$ cat src/rtl/rbs_pkg.sv
package rbs_pkg;

   typedef enum logic [2:0] {
      ST_IDLE,
      ST_CMD,
      ST_XFER,
      ST_WAIT,
      ST_DONE
   } rbs_state_e;

   typedef enum logic [1:0] {
      PH_WRITE,
      PH_RADDR,
      PH_RDATA
   } rbs_phase_e;

   function automatic int us_to_cycles(input longint clk_hz, input int us);
      return int'((clk_hz * longint'(us) + 64'd999_999) / 64'd1_000_000);
   endfunction

endpackage

$ cat src/rtl/rbs_wait_timer.sv
module rbs_wait_timer #(
   parameter int CNT_W = 8
) (
   input  logic             clk,
   input  logic             rst_n,
   input  logic             load,
   input  logic [CNT_W-1:0] load_val,
   output logic             expired
);

   logic [CNT_W-1:0] cnt_q;

   always_ff @(posedge clk or negedge rst_n) begin
      if (!rst_n) begin
         cnt_q <= '0;
      end else if (load) begin
         cnt_q <= load_val;
      end else if (cnt_q != '0) begin
         cnt_q <= cnt_q - CNT_W'(1);
      end
   end

   assign expired = (cnt_q == '0);

   // a nonzero load keeps the pause running for the following cycle
   p_load_holds_r3 : assert property (@(posedge clk) disable iff (!rst_n)
      (load && load_val != '0) |=> !expired);

endmodule

$ cat src/rtl/rbs_try_counter.sv
module rbs_try_counter #(
   parameter int TRY_W = 6
) (
   input  logic             clk,
   input  logic             rst_n,
   input  logic             clr,
   input  logic             bump,
   input  logic [TRY_W-1:0] limit,
   output logic             last
);

   logic [TRY_W-1:0] used_q;

   always_ff @(posedge clk or negedge rst_n) begin
      if (!rst_n) begin
         used_q <= '0;
      end else if (clr) begin
         used_q <= '0;
      end else if (bump) begin
         used_q <= used_q + TRY_W'(1);
      end
   end

   assign last = ({1'b0, used_q} + (TRY_W+1)'(1)) >= {1'b0, limit};

   // no refusal is ever counted beyond the attempt budget
   p_budget_kept_r6 : assert property (@(posedge clk) disable iff (!rst_n)
      bump |-> (used_q < limit));

endmodule

$ cat src/rtl/rbs_byte_path.sv
module rbs_byte_path #(
   parameter int DATA_W = 8,
   parameter int LEN_W  = 11
) (
   input  logic              clk,
   input  logic              rst_n,
   input  logic              start,
   input  logic              active,
   input  logic              rnw,
   input  logic [LEN_W-1:0]  cmd_len,
   input  logic [DATA_W-1:0] head_byte,
   input  logic [DATA_W-1:0] wr_data,
   input  logic              wr_valid,
   output logic              wr_ready,
   output logic [DATA_W-1:0] bm_tx_data,
   output logic              bm_tx_valid,
   input  logic              bm_tx_ready,
   input  logic [DATA_W-1:0] bm_rx_data,
   input  logic              bm_rx_valid,
   output logic              bm_rx_ready,
   output logic [DATA_W-1:0] rd_data,
   output logic              rd_valid,
   input  logic              rd_ready
);

   logic [LEN_W-1:0] sent_q;
   logic             room;
   logic             at_head;
   logic             tx_go;

   assign room    = (sent_q < cmd_len);
   assign at_head = (sent_q == '0);

   always_comb begin
      bm_tx_valid = active && !rnw && room && (at_head || wr_valid);
      bm_tx_data  = at_head ? head_byte : wr_data;
      wr_ready    = active && !rnw && room && !at_head && bm_tx_ready;
      rd_valid    = active && rnw && bm_rx_valid;
      rd_data     = bm_rx_data;
      bm_rx_ready = active && rnw && rd_ready;
   end

   assign tx_go = bm_tx_valid && bm_tx_ready;

   always_ff @(posedge clk or negedge rst_n) begin
      if (!rst_n) begin
         sent_q <= '0;
      end else if (start) begin
         sent_q <= '0;
      end else if (tx_go) begin
         sent_q <= sent_q + LEN_W'(1);
      end
   end

   // transmission stops once the announced byte count has gone out
   p_tx_stops_r5 : assert property (@(posedge clk) disable iff (!rst_n)
      (tx_go && sent_q == cmd_len - LEN_W'(1)) |=> !bm_tx_valid);

endmodule

$ cat src/rtl/regbus_retry_seq.sv
module regbus_retry_seq
   import rbs_pkg::*;
#(
   parameter int          CLK_HZ      = 50_000_000,
   parameter int          SHORT_US    = 60,
   parameter int          LONG_US     = 210,
   parameter int          SHORT_TRIES = 3,
   parameter int          LONG_TRIES  = 50,
   parameter logic [6:0]  DEF_DEV     = 7'h20,
   parameter int          MAX_LEN     = 1260,
   parameter int          LEN_W       = $clog2(MAX_LEN + 2)
) (
   input  logic             clk,
   input  logic             rst_n,
   input  logic [6:0]       cfg_dev_addr,
   input  logic             req_valid,
   output logic             req_ready,
   input  logic             req_write,
   input  logic             req_long,
   input  logic [7:0]       req_reg,
   input  logic [LEN_W-1:0] req_len,
   input  logic [7:0]       wr_data,
   input  logic             wr_valid,
   output logic             wr_ready,
   output logic [7:0]       rd_data,
   output logic             rd_valid,
   input  logic             rd_ready,
   output logic             done,
   output logic             done_err,
   output logic             bm_cmd_valid,
   input  logic             bm_cmd_ready,
   output logic [6:0]       bm_cmd_dev,
   output logic             bm_cmd_rnw,
   output logic [LEN_W-1:0] bm_cmd_len,
   output logic [7:0]       bm_tx_data,
   output logic             bm_tx_valid,
   input  logic             bm_tx_ready,
   input  logic [7:0]       bm_rx_data,
   input  logic             bm_rx_valid,
   output logic             bm_rx_ready,
   input  logic             bm_resp_valid,
   input  logic             bm_resp_nak
);

   localparam int WAIT_S   = us_to_cycles(longint'(CLK_HZ), SHORT_US);
   localparam int WAIT_L   = us_to_cycles(longint'(CLK_HZ), LONG_US);
   localparam int WAIT_MAX = (WAIT_L > WAIT_S) ? WAIT_L : WAIT_S;
   localparam int CNT_W    = $clog2(WAIT_MAX + 1);
   localparam int TRY_MAX  = (LONG_TRIES > SHORT_TRIES) ? LONG_TRIES : SHORT_TRIES;
   localparam int TRY_W    = $clog2(TRY_MAX + 1);

   initial begin : elab_checks
      assert (SHORT_TRIES >= 1 && LONG_TRIES >= 1) else $fatal(1, "attempt budgets must be positive");
      assert (WAIT_S >= 1 && WAIT_L >= 1) else $fatal(1, "pauses must last at least one cycle");
      assert (MAX_LEN + 1 < (1 << LEN_W)) else $fatal(1, "LEN_W too narrow for MAX_LEN + 1");
   end

   rbs_state_e       state_q;
   rbs_phase_e       phase_q;
   logic [6:0]       dev_q;
   logic [7:0]       reg_q;
   logic [LEN_W-1:0] len_q;
   logic             long_q;
   logic             final_q;
   logic             err_q;

   logic             accept;
   logic             len_bad;
   logic             resp_hit;
   logic             nak_hit;
   logic             ack_hit;
   logic             try_last;
   logic             try_clr;
   logic [TRY_W-1:0] try_limit;
   logic             tmr_load;
   logic [CNT_W-1:0] tmr_val;
   logic             tmr_expired;
   logic             slow_mode;

   assign accept    = req_valid && req_ready;
   assign len_bad   = (req_len == '0) || (req_len > LEN_W'(MAX_LEN));
   assign resp_hit  = (state_q == ST_XFER) && bm_resp_valid;
   assign nak_hit   = resp_hit && bm_resp_nak;
   assign ack_hit   = resp_hit && !bm_resp_nak;
   assign slow_mode = (phase_q == PH_WRITE) && long_q;

   always_comb begin
      try_limit = slow_mode ? TRY_W'(LONG_TRIES) : TRY_W'(SHORT_TRIES);
      tmr_val   = slow_mode ? CNT_W'(WAIT_L - 1) : CNT_W'(WAIT_S - 1);
      tmr_load  = (ack_hit && phase_q == PH_RADDR)
               || (nak_hit && !(phase_q == PH_RDATA && try_last));
      try_clr   = accept || (ack_hit && phase_q == PH_RADDR);
      case (phase_q)
         PH_WRITE: bm_cmd_len = len_q + LEN_W'(1);
         PH_RADDR: bm_cmd_len = LEN_W'(1);
         default:  bm_cmd_len = len_q;
      endcase
   end

   rbs_try_counter #(.TRY_W(TRY_W)) u_tries (
      .clk   (clk),
      .rst_n (rst_n),
      .clr   (try_clr),
      .bump  (nak_hit),
      .limit (try_limit),
      .last  (try_last)
   );

   rbs_wait_timer #(.CNT_W(CNT_W)) u_pause (
      .clk      (clk),
      .rst_n    (rst_n),
      .load     (tmr_load),
      .load_val (tmr_val),
      .expired  (tmr_expired)
   );

   always_ff @(posedge clk or negedge rst_n) begin
      if (!rst_n) begin
         state_q <= ST_IDLE;
         phase_q <= PH_WRITE;
         dev_q   <= DEF_DEV;
         reg_q   <= '0;
         len_q   <= '0;
         long_q  <= 1'b0;
         final_q <= 1'b0;
         err_q   <= 1'b0;
      end else begin
         case (state_q)
            ST_IDLE: begin
               if (req_valid) begin
                  dev_q   <= (cfg_dev_addr != '0) ? cfg_dev_addr : DEF_DEV;
                  reg_q   <= req_reg;
                  len_q   <= req_len;
                  long_q  <= req_long;
                  final_q <= 1'b0;
                  phase_q <= req_write ? PH_WRITE : PH_RADDR;
                  err_q   <= len_bad;
                  state_q <= len_bad ? ST_DONE : ST_CMD;
               end
            end
            ST_CMD: begin
               if (bm_cmd_ready) state_q <= ST_XFER;
            end
            ST_XFER: begin
               if (ack_hit) begin
                  if (phase_q == PH_RADDR) begin
                     phase_q <= PH_RDATA;
                     state_q <= ST_WAIT;
                  end else begin
                     err_q   <= 1'b0;
                     state_q <= ST_DONE;
                  end
               end else if (nak_hit) begin
                  if (try_last && phase_q == PH_RDATA) begin
                     err_q   <= 1'b1;
                     state_q <= ST_DONE;
                  end else begin
                     final_q <= try_last;
                     err_q   <= try_last;
                     state_q <= ST_WAIT;
                  end
               end
            end
            ST_WAIT: begin
               if (tmr_expired) state_q <= final_q ? ST_DONE : ST_CMD;
            end
            default: state_q <= ST_IDLE;
         endcase
      end
   end

   assign req_ready    = (state_q == ST_IDLE);
   assign done         = (state_q == ST_DONE);
   assign done_err     = err_q;
   assign bm_cmd_valid = (state_q == ST_CMD);
   assign bm_cmd_dev   = dev_q;
   assign bm_cmd_rnw   = (phase_q == PH_RDATA);

   rbs_byte_path #(.DATA_W(8), .LEN_W(LEN_W)) u_bytes (
      .clk         (clk),
      .rst_n       (rst_n),
      .start       (bm_cmd_valid && bm_cmd_ready),
      .active      (state_q == ST_XFER),
      .rnw         (bm_cmd_rnw),
      .cmd_len     (bm_cmd_len),
      .head_byte   (reg_q),
      .wr_data     (wr_data),
      .wr_valid    (wr_valid),
      .wr_ready    (wr_ready),
      .bm_tx_data  (bm_tx_data),
      .bm_tx_valid (bm_tx_valid),
      .bm_tx_ready (bm_tx_ready),
      .bm_rx_data  (bm_rx_data),
      .bm_rx_valid (bm_rx_valid),
      .bm_rx_ready (bm_rx_ready),
      .rd_data     (rd_data),
      .rd_valid    (rd_valid),
      .rd_ready    (rd_ready)
   );

   // a pending transaction request holds steady until taken
   p_cmd_held_r2 : assert property (@(posedge clk) disable iff (!rst_n)
      (bm_cmd_valid && !bm_cmd_ready) |=> (bm_cmd_valid && $stable(bm_cmd_len) && $stable(bm_cmd_rnw)));

   // completion strobe lasts one cycle
   p_done_pulse_r10 : assert property (@(posedge clk) disable iff (!rst_n)
      done |=> !done);

   // an accepted request closes the request port
   p_busy_closed_r10 : assert property (@(posedge clk) disable iff (!rst_n)
      accept |=> !req_ready);

   // an out-of-range length completes at once with an error
   p_bad_len_r9 : assert property (@(posedge clk) disable iff (!rst_n)
      (accept && len_bad) |=> (done && done_err && !bm_cmd_valid));

endmodule

$ cat config.mk
export PLATFORM = sky130hd
export DESIGN_NAME = regbus_retry_seq
export DESIGN_NICKNAME = d
export VERILOG_FILES = /design/src/rtl/rbs_pkg.sv /design/src/rtl/rbs_wait_timer.sv /design/src/rtl/rbs_try_counter.sv /design/src/rtl/rbs_byte_path.sv /design/src/rtl/regbus_retry_seq.sv
export SDC_FILE = /design/constraint.sdc
export NUM_CORES = 1
export LEC_CHECK = 0
export BUFFER_PORTS_ARGS = -buffer_cell sky130_fd_sc_hd__buf_2
export CAP_MARGIN = 20
export CORE_MARGIN = 8
export CORE_UTILIZATION = 45
export DETAILED_ROUTE_END_ITERATION = 12
export GPL_ROUTABILITY_DRIVEN = 0
export PLACE_DENSITY_LB_ADDON = 0.1
export SLEW_MARGIN = 20
export SYNTH_ARGS = -nofsm -noshare
export SYNTH_HDL_FRONTEND = slang
export SYNTH_SLANG_ARGS = --single-unit
$ cat constraint.sdc
create_clock -name clk -period 3.95 [get_ports clk]
set_clock_uncertainty 0.2 [all_clocks]
set_input_delay 0 -clock clk [delete_from_list [all_inputs] [get_ports clk]]
set_output_delay 0 -clock clk [all_outputs]
set_load 0.1 [all_outputs]
==> results of run 1 <==
## layer usage
| metal | part of all wire | vias to the layer above | routed length [um] |
|---|---|---|---|
| li1 | - | 1837 | - |
| met1 | 0.45 | 1735 | 4890 |
| met2 | 0.48 | 80 | 5210 |
| met3 | 0.049 | 12 | 529 |
| met4 | 0.013 | 0 | 138 |
| met5 | 0 | - | 0 |
## through the flow
stage	TNS [ns]	cells	setup WS, ns	hold slack, ns	area (um2)
floorplan	-0.271	444	-0.136	-0.496	4210
global placement	0	617	0.335	-0.199	4660
detailed placement	0	617	0.229	-0.199	4660
CTS	0	676	0.0523	0.0222	5340
global route	0	676	0.130	0.0634	5350
finish	0	676	0.352	0.00646	5350
## layout make-up
cell class / count / area, um2 / area share
clock buffers: 9 / 124 / 0.0231
clock inverters: 7 / 119 / 0.0222
inverters: 19 / 71.3 / 0.0133
multi-input cells: 334 / 2370 / 0.443
flip-flops and latches: 65 / 1630 / 0.304
well taps: 111 / 139 / 0.0260
repair buffers: 131 / 898 / 0.168
## cell families after synthesis
logic type	Yosys count	share of synthesized area
AOI/OAI and AO/OA	77	0.120
buffers and inverters	45	0.0515
and+or+nand+nor	170	0.221
adders and majority gates	18	0.0536
DFF	65	0.387
xor gates and xnor gates	24	0.0500
muxes	45	0.117
## how the worst max path moves through the flow
stage	to	depth (start not counted)	slack, ns	startpoint
after floorplan	bm_tx_valid	12	-0.14	len_q[3]$_DFFE_PN0P_
after global placement	u_bytes.sent_q[4]$_DFFE_PN0P_	11	0.33	phase_q[1]$_DFFE_PN0P_
after detailed placement	u_bytes.sent_q[7]$_DFFE_PN0P_	11	0.23	phase_q[1]$_DFFE_PN0P_
after CTS	bm_tx_valid	11	0.05	phase_q[1]$_DFFE_PN0P_
after global routing	bm_tx_valid	11	0.13	phase_q[1]$_DFFE_PN0P_
final	bm_tx_valid	11	0.35	phase_q[1]$_DFFE_PN0P_
## flip-flops by register name, indices dropped and copies added, names as in the netlist, 2 cells and up
| name | cells |
|---|---|
| reg_q | 8 |
| phase_q | 2 |
| u_bytes.sent_q | 11 |
| bm_cmd_dev | 7 |
| len_q | 11 |
| state_q | 3 |
| u_pause.cnt_q | 14 |
| u_tries.used_q | 6 |
## worst register-to-register path, stage by stage (launching register included)
cell and delay (ns):
dfrtp_1 0.46, nor2b_1 0.19, nand3_1 0.17, nor3b_1 0.26, xnor2_1 0.12, or2_2 0.28, ha_1 0.30, nand4_1 0.14
o2111ai_1 0.17, or3_4 0.50, or4_1 0.52, a21oi_1 0.16
## what timing repair did
action,CTS,global route
setup endpoints to repair,0,7
endpoints found under the hold margin,93,0
hold buffers,43,0
gates resized for setup,0,4
## Yosys cell counts, drive strengths merged (2+ instances only)
master / count
dfrtp: 64
nor2: 37
mux2: 33
nand2: 27
a21oi: 23
inv: 19
ha: 18
buf: 17
o21ai: 15
nand3: 14
xor2: 13
mux2i: 12
nor3: 11
or2: 11
xnor2: 11
nor4: 10
and3: 9
clkbuf: 9
nand4: 9
o31ai: 9
or4: 9
nand2b: 8
or3: 7
a211oi: 5
o21a: 5
and4: 4
nor3b: 4
a21o: 3
and2: 3
nor2b: 3
o211ai: 3
o311ai: 3
a211o: 2
a31oi: 2
nor4b: 2
or3b: 2
## layout by cell type, fill, tap and decap left out, drive strengths merged, types with 10 or more instances in the layout
cell type     n
inv          19
mux2         33
clkbuf       11
dfrtp        64
o21ai        15
ha           18
dlygate4sd3  43
nor3         11
a21oi        23
xnor2        11
nor4         10
nand2        27
mux2i        12
nor2         37
nand3        14
xor2         13
buf          86
or2          11
==> results.json, run 1 <==
{
  "rsz0062_at_grt": "false",
  "postSynthCellCount": 444,
  "wl_per_cell_um": 15.9,
  "clk_pin_slew_ns": 0.08,
  "cp_top_family": "simple AND/OR/NAND/NOR gates",
  "clkLatencyLatePin_ns": 0.34,
  "core-area_um2": 9150,
  "critPathMaxFanout": 20,
  "netlist_area_um2": 4210,
  "slowest_stage": "or3_4",
  "synth_seq_area_share": 0.387,
  "postCtsSetupBuffers": 0,
  "gr-total-overflow": 0,
  "critPathArrivalTime_ns": 3.40,
  "die_w_um": 113,
  "yosys_warnings": 0,
  "firstDrtPassIters": 4,
  "fmax_ghz": 0.278,
  "drive_above_1_share": 0.278,
  "route.detailed.drc": 0,
  "vias": 3664,
  "fin_util": 0.585,
  "io_buffers": 80,
  "synth_area_leader_cell": "dfrtp_1",
  "cp_cell_sequence": "nor2b_1 > nand3_1 > nor3b_1 > xnor2_1 > or2_2 > ha_1 > nand4_1 > o2111ai_1 > or3_4 > nor2_1 > clkbuf_4",
  "htreeDepth": 3,
  "die_h_um": 113,
  "use_met1": 0.214,
  "totalWireLength_um": 10800,
  "die_area_um2": 12700,
  "synth-edff-count": 0,
  "grt_use_met2": 0.297,
  "crit_buf_inv": 1,
  "setup_viol": 0,
  "grtUsageTotal": 0.176,
  "grt_pass1_wl_um": 18400,
  "critPathLaunchType": "register",
  "drtIter0Drc": 92,
  "clockBufferDepth": 2,
  "syn_avg_cell_area_um2": 9.47,
  "reg2reg_depth": 11,
  "worst_pin_slew_ns": 0.979,
  "synth_top_area_share": 0.381,
  "maxCapViolations": 0,
  "status": "finished clean",
  "worstHoldPathType": "input port to async pin",
  "antenna_found_initial": 0,
  "yosysUniqueCellTypes": 51,
  "syn-num-nets": 516,
  "critPathMaxStageDelay_ns": 0.50,
  "slew_headroom": 0.345,
  "synthTopCellsByArea": "dfrtp_1 38%, mux2_2 8.8%, ha_1 5.4%",
  "viasPerCell": 5.42,
  "path_class": "register to output port",
  "cts-root-buf": "clkbuf_8",
  "syn_to_final_growth_pct": 27.3,
  "final-hold-violation-count": 0,
  "critPathCaptureType": "output port",
  "slew_violations": 0,
  "diodes": 0,
  "r2r-end": "u_bytes.sent_q[8]$_DFFE_PN0P_",
  "top_usage_layer": "met2",
  "reg2reg_from": "phase_q[1]$_DFFE_PN0P_",
  "fp-row-count": 35,
  "async_flop_share": 1.00,
  "start_util": 0.459,
  "ys_seq_elements": 65,
  "fillers": 796,
  "synthFlopType": "dfrtp_1",
  "tritoncts": "yes",
  "use_met3": 0.0429,
  "grt_pass1_vias": 3845,
  "period_minus_slack_ns": 3.60,
  "io_pins": 97,
  "dpl.hpwl_um": 7790,
  "nets": 632,
  "fin_crit_sh": 0.911,
  "reg2reg_setup_slack_ns": 0.39,
  "cts.sinks": 65,
  "cts_buffers": 9,
  "antenna_left": 0,
  "cp.required_ns": 3.75,
  "grt_max_degree": 48
}
Power of run 1 is not shown: default switching activity piles up to over one toggle a cycle in this logic, so the estimate is an artifact.
==> run 2: changes to the inputs <==
--- a/config.mk
+++ b/config.mk
@@ -7,11 +7,13 @@
 export LEC_CHECK = 0
 export BUFFER_PORTS_ARGS = -buffer_cell sky130_fd_sc_hd__buf_2
 export CAP_MARGIN = 20
+export CELL_PAD_IN_SITES_DETAIL_PLACEMENT = 0
+export CELL_PAD_IN_SITES_GLOBAL_PLACEMENT = 1
 export CORE_MARGIN = 8
-export CORE_UTILIZATION = 45
+export CORE_UTILIZATION = 41
 export DETAILED_ROUTE_END_ITERATION = 12
 export GPL_ROUTABILITY_DRIVEN = 0
-export PLACE_DENSITY_LB_ADDON = 0.1
+export PLACE_DENSITY = 0.85
 export SLEW_MARGIN = 20
 export SYNTH_ARGS = -nofsm -noshare
 export SYNTH_HDL_FRONTEND = slang
==> run 2 against run 1 <==
Net effect:
- design area down 0.40%
- highest routed layer unchanged
- non-clock buffer count down 1
- largest cell class unchanged
- global-route usage down 0.18 points
==> results.json, run 2 (same netlist as run 1, synthesis figures left out) <==
{
  "route.detailed.drc": 0,
  "worstHoldPathType": "input port to register",
  "reg_top3": "u_pause.cnt_q (14), len_q (11), u_bytes.sent_q (11)",
  "dr_wl_met3_um": 651,
  "gr-total-overflow": 0,
  "crit_cells": 11,
  "r2r-end": "u_bytes.sent_q[3]$_DFFE_PN0P_",
  "die_h_um": 117,
  "die_w_um": 117,
  "clockBufferDepth": 2,
  "critPathMostFrequentCell": "and3_1",
  "reg2reg_setup_slack_ns": 0.34,
  "status": "finished clean",
  "wl_met2_um": 5390,
  "rsz0062_at_grt": "false",
  "viasPerCell": 5.35,
  "cts_buffers": 9,
  "final_common_cell": "buf_2",
  "syn_to_final_growth_pct": 26.7,
  "grt_pass1_wl_um": 18900,
  "reg2reg_depth": 11,
  "slew_violations": 0,
  "critPathMaxStageDelay_ns": 0.51,
  "critPathLaunchType": "register",
  "io_pins": 97,
  "maxCapViolations": 0,
  "cp_cell_sequence": "and3_1 > and3_1 > nor3b_1 > xnor2_1 > or2_2 > ha_1 > nand4_1 > o2111ai_1 > or3_4 > nor2_1 > clkbuf_4",
  "clk_pin_slew_ns": 0.08,
  "crit_path_end": "wr_ready",
  "die_area_um2": 13800,
  "cp.required_ns": 3.75,
  "final_cell_mix": "78 x buf_2, 64 x dfrtp_1, 42 x dlygate4sd3_1, 37 x nor2_1, 33 x mux2_2",
  "largest_reg_flops": 14,
  "grt_pass1_vias": 3933,
  "worst_pin_slew_ns": 1.01,
  "io_buffers": 80,
  "critPathArrivalTime_ns": 3.47,
  "drtIter0Drc": 124,
  "start_util": 0.415,
  "cp_top_family": "simple AND/OR/NAND/NOR gates",
  "path_class": "register to output port",
  "tritoncts": "yes",
  "critPathMaxFanout": 20,
  "htreeDepth": 3,
  "totalWireLength_um": 11200,
  "clkLatencyLatePin_ns": 0.35,
  "period_minus_slack_ns": 3.67,
  "drive_above_1_share": 0.277,
  "met1Wirelength_um": 4980,
  "wl_per_cell_um": 16.0,
  "antenna_found_initial": 0,
  "diodes": 0,
  "cts-root-buf": "clkbuf_8",
  "slew_headroom": 0.324,
  "critPathCaptureType": "output port",
  "nets": 631,
  "hp-start": "wr_valid",
  "dpl.hpwl_um": 8100,
  "setup_viol": 0,
  "reg2reg_from": "len_q[3]$_DFFE_PN0P_",
  "regMostFlops": "u_pause.cnt_q",
  "setup_tns_ns": 0,
  "crit_buf_inv": 1,
  "final-hold-violation-count": 0,
  "fp-row-count": 37,
  "top_layer": "met4",
  "fmax_ghz": 0.273,
  "cts.sinks": 65,
  "slowest_stage": "or3_4",
  "fin_crit_sh": 0.929,
  "antenna_left": 0,
  "postCtsSetupBuffers": 0,
  "grtUsageTotal": 0.174,
  "core-area_um2": 10100,
  "firstDrtPassIters": 6,
  "startpoint": "len_q[3]$_DFFE_PN0P_",
  "grt_max_degree": 36,
  "vias": 3747
}
==> run 2: worst reg2reg max path: stages (launching register included) <==
cell and delay [ns]:
dfrtp_1 0.42, and3_1 0.21, and3_1 0.20, nor3b_1 0.25, xnor2_1 0.11, or2_2 0.28
ha_1 0.31, nand4_1 0.14, o2111ai_1 0.19, or3_4 0.51, or4_1 0.52, a21oi_1 0.19
==> run 2: layout make-up <==
type                       count  area [um2]
tap                          136         170
timing repair buffer         130         886
multi-input combinational    334        2370
inverter                      19        71.3
clock buffer                  10         138
clock inverter                 6        66.3
fill                         927        4810
sequential                    65        1630
==> run 2: per-stage QoR <==
stage               std cells  cell area, um2  setup WS (ns)  hold WS (ns)   util
floorplan                 444            4210         -0.136        -0.496      -
global placement          642            4700          0.348        -0.199  0.463
detailed placement        642            4700          0.233        -0.199  0.463
CTS                       700            5320         0.0345        0.0110  0.525
global route              700            5330         0.0605        0.0442  0.526
finish                    700            5330          0.281        0.0171  0.526
==> run 2: layer usage <==
| layer | vias to the layer above | GRT usage |
|---|---|---|
| li1 | 1828 | - |
| met1 | 1809 | 0.210 |
| met2 | 94 | 0.291 |
| met3 | 16 | 0.0431 |
| met4 | 0 | 0.0674 |
| met5 | - | 0 |
==> run 2: worst min path at each step <==
| stage | endpoint | cells past startpoint |
|---|---|---|
| 5_1_grt | u_bytes.sent_q[2]$_DFFE_PN0P_ | 5 |
| 3_3_place_gp | rd_data[0] | 0 |
| 2_1_floorplan | bm_cmd_dev[0]$_DFFE_PN0P_ | 0 |
| 4_1_cts | u_bytes.sent_q[2]$_DFFE_PN0P_ | 5 |
| 3_5_place_dp | rd_data[0] | 0 |
| 6_report | u_bytes.sent_q[2]$_DFFE_PN0P_ | 5 |
==> run 2: what timing repair did <==
action                     in CTS  in global routing
hold endpoints to repair       77                  0
gates resized for setup         0                  3
hold buffers                   42                  0
setup endpoints to repair       0                  7
Power of run 2 is left out for the same reason.
